<file path="config.mk">
export PLATFORM = sky130hd
export DESIGN_NAME = ofifo_overwrite
export DESIGN_NICKNAME = d
export VERILOG_FILES = /design/src/rtl/ofifo_pkg.sv /design/src/rtl/ofifo_ptr.sv /design/src/rtl/ofifo_mem.sv /design/src/rtl/ofifo_flags.sv /design/src/rtl/ofifo_overwrite.sv
export SDC_FILE = /design/constraint.sdc
export NUM_CORES = 1
export LEC_CHECK = 0
export BUFFER_PORTS_ARGS = -buffer_cell sky130_fd_sc_hd__buf_2
export CORE_MARGIN = 2
export CORE_UTILIZATION = 70
export CTS_BUF_LIST = sky130_fd_sc_hd__clkbuf_2 sky130_fd_sc_hd__clkbuf_4 sky130_fd_sc_hd__clkbuf_8
export DETAILED_ROUTE_END_ITERATION = 8
export HOLD_SLACK_MARGIN = 0.12
export PLACE_DENSITY = 0.91
export SYNTH_ARGS = -nofsm -noshare
export SYNTH_HDL_FRONTEND = slang
export SYNTH_SLANG_ARGS = --single-unit
</file>
<file path="constraint.sdc">
create_clock -name clk_i -period 18.25 [get_ports clk_i]
set_input_delay 2.7375 -clock clk_i [delete_from_list [all_inputs] [get_ports clk_i]]
set_output_delay 2.7375 -clock clk_i [all_outputs]
set_load 0.005 [all_outputs]
</file>
<file path="src/rtl/ofifo_pkg.sv">
package ofifo_pkg;
  localparam int unsigned FRAC_STEPS = 80;

  typedef enum logic [1:0] {
    PC_HOLD = 2'd0,
    PC_INC  = 2'd1,
    PC_SET  = 2'd2,
    PC_CLR  = 2'd3
  } ptr_cmd_e;

  function automatic ptr_cmd_e ptr_cmd(input logic clr, input logic set, input logic inc);
    if (clr)      return PC_CLR;
    else if (set) return PC_SET;
    else if (inc) return PC_INC;
    else          return PC_HOLD;
  endfunction
endpackage

</file>
<file path="src/rtl/ofifo_ptr.sv">
module ofifo_ptr
  import ofifo_pkg::*;
#(
  parameter int unsigned DEPTH = 80,
  parameter int unsigned AW    = 7
) (
  input  logic          clk_i,
  input  logic          rst_ni,
  input  ptr_cmd_e      cmd_i,
  input  logic [AW-1:0] addr_i,
  output logic [AW-1:0] ptr_o,
  output logic [AW-1:0] nxt_o,
  output logic [AW-1:0] prv_o
);
  localparam logic [AW-1:0] LAST = AW'(DEPTH - 1);

  assign nxt_o = (ptr_o == LAST) ? '0 : ptr_o + 1'b1;
  assign prv_o = (ptr_o == '0) ? LAST : ptr_o - 1'b1;

  always_ff @(posedge clk_i or negedge rst_ni) begin
    if (!rst_ni) begin
      ptr_o <= '0;
    end else begin
      unique case (cmd_i)
        PC_CLR:  ptr_o <= '0;
        PC_SET:  ptr_o <= (addr_i > LAST) ? LAST : addr_i;
        PC_INC:  ptr_o <= nxt_o;
        default: ptr_o <= ptr_o;
      endcase
    end
  end
endmodule

</file>
<file path="src/rtl/ofifo_mem.sv">
module ofifo_mem #(
  parameter int unsigned DEPTH = 80,
  parameter int unsigned WIDTH = 8,
  parameter int unsigned AW    = 7
) (
  input  logic             clk_i,
  input  logic             rst_ni,
  input  logic             we_i,
  input  logic [AW-1:0]    waddr_i,
  input  logic [WIDTH-1:0] wdata_i,
  input  logic [AW-1:0]    raddr_a_i,
  output logic [WIDTH-1:0] rdata_a_o,
  input  logic [AW-1:0]    raddr_b_i,
  output logic [WIDTH-1:0] rdata_b_o
);
  logic [WIDTH-1:0] mem_q [DEPTH];

  always_ff @(posedge clk_i or negedge rst_ni) begin
    if (!rst_ni) begin
      for (int i = 0; i < DEPTH; i++) mem_q[i] <= '0;
    end else if (we_i) begin
      mem_q[waddr_i] <= wdata_i;
    end
  end

  // read-before-write on the same address
  assign rdata_a_o = mem_q[raddr_a_i];
  assign rdata_b_o = mem_q[raddr_b_i];
endmodule

</file>
<file path="src/rtl/ofifo_flags.sv">
module ofifo_flags
  import ofifo_pkg::*;
#(
  parameter int unsigned DEPTH = 80,
  parameter int unsigned AW    = 7,
  parameter int unsigned KW    = 7
) (
  input  logic [AW-1:0] wptr_i,
  input  logic [AW-1:0] rptr_i,
  input  logic          full_i,
  input  logic [KW-1:0] ae_k_i,
  input  logic [KW-1:0] af_k_i,
  output logic          ae_o,
  output logic          af_o
);
  localparam int unsigned PW = $clog2(DEPTH + 1) + KW;
  localparam logic [PW-1:0] DEPTH_P = PW'(DEPTH);
  localparam logic [PW-1:0] STEPS_P = PW'(FRAC_STEPS);

  logic [PW-1:0] w_p, r_p, fill, room;
  logic [KW-1:0] k   [2];
  logic [PW-1:0] thr [2];

  assign k[0] = ae_k_i;
  assign k[1] = af_k_i;

  for (genvar g = 0; g < 2; g++) begin : g_thr
    assign thr[g] = (DEPTH_P * {{(PW-KW){1'b0}}, k[g]}) / STEPS_P;
  end

  assign w_p  = {{(PW-AW){1'b0}}, wptr_i};
  assign r_p  = {{(PW-AW){1'b0}}, rptr_i};
  assign fill = full_i ? DEPTH_P : (w_p >= r_p) ? (w_p - r_p) : (w_p + DEPTH_P - r_p);
  assign room = DEPTH_P - fill;

  assign ae_o = fill < thr[0];
  assign af_o = room < thr[1];
endmodule

</file>
<file path="src/rtl/ofifo_overwrite.sv">
module ofifo_overwrite
  import ofifo_pkg::*;
#(
  parameter int unsigned DEPTH = 80,
  parameter int unsigned WIDTH = 8,
  parameter int unsigned KW    = 7,
  localparam int unsigned AW   = (DEPTH > 1) ? $clog2(DEPTH) : 1
) (
  input  logic             clk_i,
  input  logic             rst_ni,
  input  logic             wr_en_i,
  input  logic [WIDTH-1:0] wr_data_i,
  input  logic             wr_clr_i,
  input  logic             wr_set_i,
  input  logic [AW-1:0]    wr_set_addr_i,
  input  logic             rd_en_i,
  input  logic             rd_clr_i,
  input  logic             rd_set_i,
  input  logic [AW-1:0]    rd_set_addr_i,
  input  logic             load_i,
  input  logic [KW-1:0]    ae_k_i,
  input  logic [KW-1:0]    af_k_i,
  output logic [WIDTH-1:0] rd_data_o,
  output logic             collide_o,
  output logic             almost_empty_o,
  output logic             almost_full_o,
  output logic             flag_valid_o
);
  logic [AW-1:0]    wptr, rptr, w_nxt, w_prv, r_nxt, r_prv;
  logic [WIDTH-1:0] mem_rd, mem_last;
  logic             full_q, free_q;
  logic             wr_cmd, rd_cmd, ptr_eq, empty, halt, rd_adv, push_old;
  ptr_cmd_e         wcmd, rcmd;

  assign wr_cmd   = wr_clr_i | wr_set_i;
  assign rd_cmd   = rd_clr_i | rd_set_i;
  assign ptr_eq   = (wptr == rptr);
  assign empty    = ptr_eq & ~full_q;
  assign halt     = ~free_q & empty;
  assign rd_adv   = rd_en_i & ~halt & ~rd_cmd;
  // full and write-only: drop the oldest sample
  assign push_old = full_q & wr_en_i & ~rd_en_i & ~wr_cmd & ~rd_cmd;

  assign wcmd = ptr_cmd(wr_clr_i, wr_set_i, wr_en_i);
  assign rcmd = ptr_cmd(rd_clr_i, rd_set_i, rd_adv | push_old);

  ofifo_ptr #(.DEPTH(DEPTH), .AW(AW)) u_wptr (
    .clk_i, .rst_ni, .cmd_i(wcmd), .addr_i(wr_set_addr_i),
    .ptr_o(wptr), .nxt_o(w_nxt), .prv_o(w_prv)
  );

  ofifo_ptr #(.DEPTH(DEPTH), .AW(AW)) u_rptr (
    .clk_i, .rst_ni, .cmd_i(rcmd), .addr_i(rd_set_addr_i),
    .ptr_o(rptr), .nxt_o(r_nxt), .prv_o(r_prv)
  );

  ofifo_mem #(.DEPTH(DEPTH), .WIDTH(WIDTH), .AW(AW)) u_mem (
    .clk_i, .rst_ni, .we_i(wr_en_i), .waddr_i(wptr), .wdata_i(wr_data_i),
    .raddr_a_i(rptr), .rdata_a_o(mem_rd),
    .raddr_b_i(w_prv), .rdata_b_o(mem_last)
  );

  ofifo_flags #(.DEPTH(DEPTH), .AW(AW), .KW(KW)) u_flags (
    .wptr_i(wptr), .rptr_i(rptr), .full_i(full_q),
    .ae_k_i, .af_k_i, .ae_o(almost_empty_o), .af_o(almost_full_o)
  );

  always_ff @(posedge clk_i or negedge rst_ni) begin
    if (!rst_ni) begin
      full_q <= 1'b0;
    end else if (wr_cmd | rd_cmd) begin
      full_q <= 1'b0;
    end else if (wr_en_i & ~rd_adv) begin
      full_q <= full_q | (w_nxt == rptr);
    end else if (rd_adv & ~wr_en_i) begin
      full_q <= 1'b0;
    end
  end

  always_ff @(posedge clk_i or negedge rst_ni) begin
    if (!rst_ni)                           free_q <= 1'b0;
    else if (load_i & (wr_cmd | rd_cmd))   free_q <= 1'b1;
  end

  always_ff @(posedge clk_i or negedge rst_ni) begin
    if (!rst_ni)      rd_data_o <= '0;
    else if (rd_en_i) rd_data_o <= halt ? mem_last : mem_rd;
  end

  assign collide_o    = ptr_eq;
  assign flag_valid_o = ~free_q;

  logic unused_r;
  assign unused_r = ^{r_nxt, r_prv};
endmodule

</file>
==> flow_summary.ini <==
[worst_hold_path]
min_path_type = reg2reg
holdPathEnd = free_q$_DFFE_PN0P_
hold_start = free_q$_DFFE_PN0P_
min_path_cells = 2

[setup_path]
r2r-start = u_wptr.ptr_o[4]$_DFFE_PN0P_
critical_path_required_ns = 15.51
reg2reg_depth = 13
critPathLaunchType = input pin
r2r_slack_ns = 11.74
critical_path_class = in2out
worst_setup_path_end_kind = output pin
reg2reg_to = rd_data_o[2]$_DFFE_PN0P_
crit_arrival_ns = 8.58
critPathMaxFanout = 13

[finish]
diodes = 0
final_cell_mix = 661 x dfrtp_1, 642 x mux2_2, 397 x mux4_2
area_delta_synth_final_pct = 8.13
nFillCells = 2873
utilization = 0.767
fin_nets = 2885
final_common_cell = dfrtp_1
fin_cells = 3614
stdcell_area_um2 = 42300
drive_gt1_frac = 0.479

[yosys]
yosys_warnings = 0
ys.flop_type = dfrtp_1
synth.net_count = 2889
synth_edf_count = 0
syn_avg_cell_area_um2 = 14.1
ys_seq_area_frac = 0.424
synth.distinct_cells = 88
synthArstFlopShare = 1.00
syn_inst = 2786
synth_seq_cells = 664
synth.cell_area_um2 = 39200

[route]
drt-wirelength-per-cell_um = 32.4
via_per_inst = 7.91
wirelength_mm = 117
first_iter_violations = 4084
via_count = 28600
first_pass_iters = 7
drc = 0
ant_nets = 0

[sta]
max_slew_margin = -0.0107
hold_viol = 0
worst_slew_pin_slew_ns = 1.51
setup_slack_ns = 6.94
slew_viol_final = 9
fin_crit_sh = 0.620
setup_viol = 0
finalCriticalPeriod_ns = 11.31
tns_ns = 0
fin_worst_skew_ns = 0.0424
fmax_ghz = 0.0884
timing.hold.ws_ns = 0.506
rsz0062_at_grt = no

[floorplan]
die_x_um = 241
ios = 57
rows = 86
initial_core_util = 0.709
core-area_um2 = 55200
die-area_um2 = 57800
die_h_um = 241

[pwr]
seq_power_share = 0.415
peakVddDrop_mv = 0.0538
power_mw = 4.03
p_switching_mw = 1.26
swShare = 0.312
comb_power_share = 0.231
power.share.clock = 0.354
internal_power_mw = 2.77
p_leak_nw = 19.1
power_density_nw_per_um2 = 95.1

[clocking]
postCtsSetupBuffers = 0
clk_latency_ns = 0.75
cts_sinks = 664
post_cts_resized = 0
cts.htree.levels = 3
root_buffer = clkbuf_8
cts_tree = yes
cts_hold_buf = 0
clock_path_buffers = 3
path_clk_slew_ns = 0.07
numCtsBuffers = 105

[placed_design]
place.gp.congestion = 0.939
port_buffers = 56
dp_hpwl_mm = 70.0
dp_cells = 3423
preCtsSetupSlack_ns = 7.05
dpl_cell_area_um2 = 40000

[run]
cap_violations = 1

[global_routing]
antenna_found_initial = 3
overflow = 0
grt_pass1_vias = 29400
grtUsageTotal = 0.418
grt_pass1_wl_mm = 179
grt_max_degree = 146

[run_status]
violations = capacitance limit, slew limit
outcome = finished, violations left
[layer usage]
metal / vias up / wire length [µm] / global-route usage
li1: 10800 / - / -
met1: 14500 / 39300 / 0.532
met2: 2607 / 53300 / 0.621
met3: 656 / 15800 / 0.148
met4: 2 / 8590 / 0.258
met5: - / 15 / 0.00337
[worst max path at each step]
stage	from	to	slack (ns)
6_report	af_k_i[1]	almost_full_o	6.94
5_1_grt	af_k_i[1]	almost_full_o	6.51
4_1_cts	af_k_i[1]	almost_full_o	7.03
3_5_place_dp	af_k_i[1]	almost_full_o	7.05
3_3_place_gp	af_k_i[1]	almost_full_o	7.17
2_1_floorplan	af_k_i[1]	almost_full_o	7.92
[power groups by stage]
stage                     combinational (mW)  sequential, mW  clock (mW)
after global routing                   0.995            1.68        1.49
after detailed placement               0.899            1.69           0
after global placement                 0.872            1.67           0
after floorplan                        0.672            1.64           0
after CTS                              0.908            1.66        1.42
final                                  0.930            1.67        1.43
[cell families after synthesis]
kind of cell	synth area share
xor gates and xnor gates	0.00828
DFF	0.424
buffers and inverters	0.0257
adders and majority gates	0.0194
and+or+nand+nor	0.0501
AOI/OAI and AO/OA	0.0518
muxes	0.420
[state kept, by name, indices dropped and copies added (netlist names)]
name          flops
u_rptr.ptr_o      7
u_wptr.ptr_o      7
free_q            1
full_q            1
u_mem.mem_q     640
rd_data_o         8
[cell usage after synthesis, types with 9 or more instances]
cell	count	area, µm²
clkbuf_1	143	537
a21o_1	12	90.1
nand2_1	126	473
a22o_1	9	78.8
inv_1	39	146
buf_2	15	75.1
mux2i_1	29	290
o22ai_1	15	93.8
a211oi_1	48	360
nor3_1	38	190
ha_1	55	688
mux2_2	642	7230
nor4_1	9	56.3
and3_1	10	62.6
nor2_1	115	432
buf_1	53	199
nand3_1	31	155
a21oi_1	52	260
o21ai_0	47	235
nor2b_1	32	200
dfrtp_1	664	16600
nand2b_1	14	87.6
mux4_2	397	8940
xnor2_1	31	272
[critical path, stage by stage]
cell	delay [ns]
buf_2	0.18
ha_1	0.31
ha_1	0.20
inv_1	0.07
fa_1	0.43
nand2b_2	0.25
a21o_1	0.29
a221oi_1	0.38
nand3_1	0.19
o31ai_2	0.41
nor2_1	0.13
o32ai_4	0.51
o21ai_0	0.14
a21oi_1	0.17
nand3_1	0.10
a31o_2	0.25
ha_1	0.29
a21o_1	0.17
a21oi_1	0.15
nand2_1	0.08
a221oi_1	0.28
o221a_2	0.22
inv_1	0.07
a2111oi_2	0.33
a211o_1	0.13
buf_2	0.10
[layout make-up]
class,instances,area [µm²],area share
clock buffers,175,2210,0.0523
inverters,46,174,0.00411
multi-input cells,1863,21600,0.510
flip-flops and latches,664,16600,0.393
well taps,748,936,0.0221
repair buffers,102,648,0.0153
clock inverters,16,154,0.00363
(Power assumes the default switching activity.)
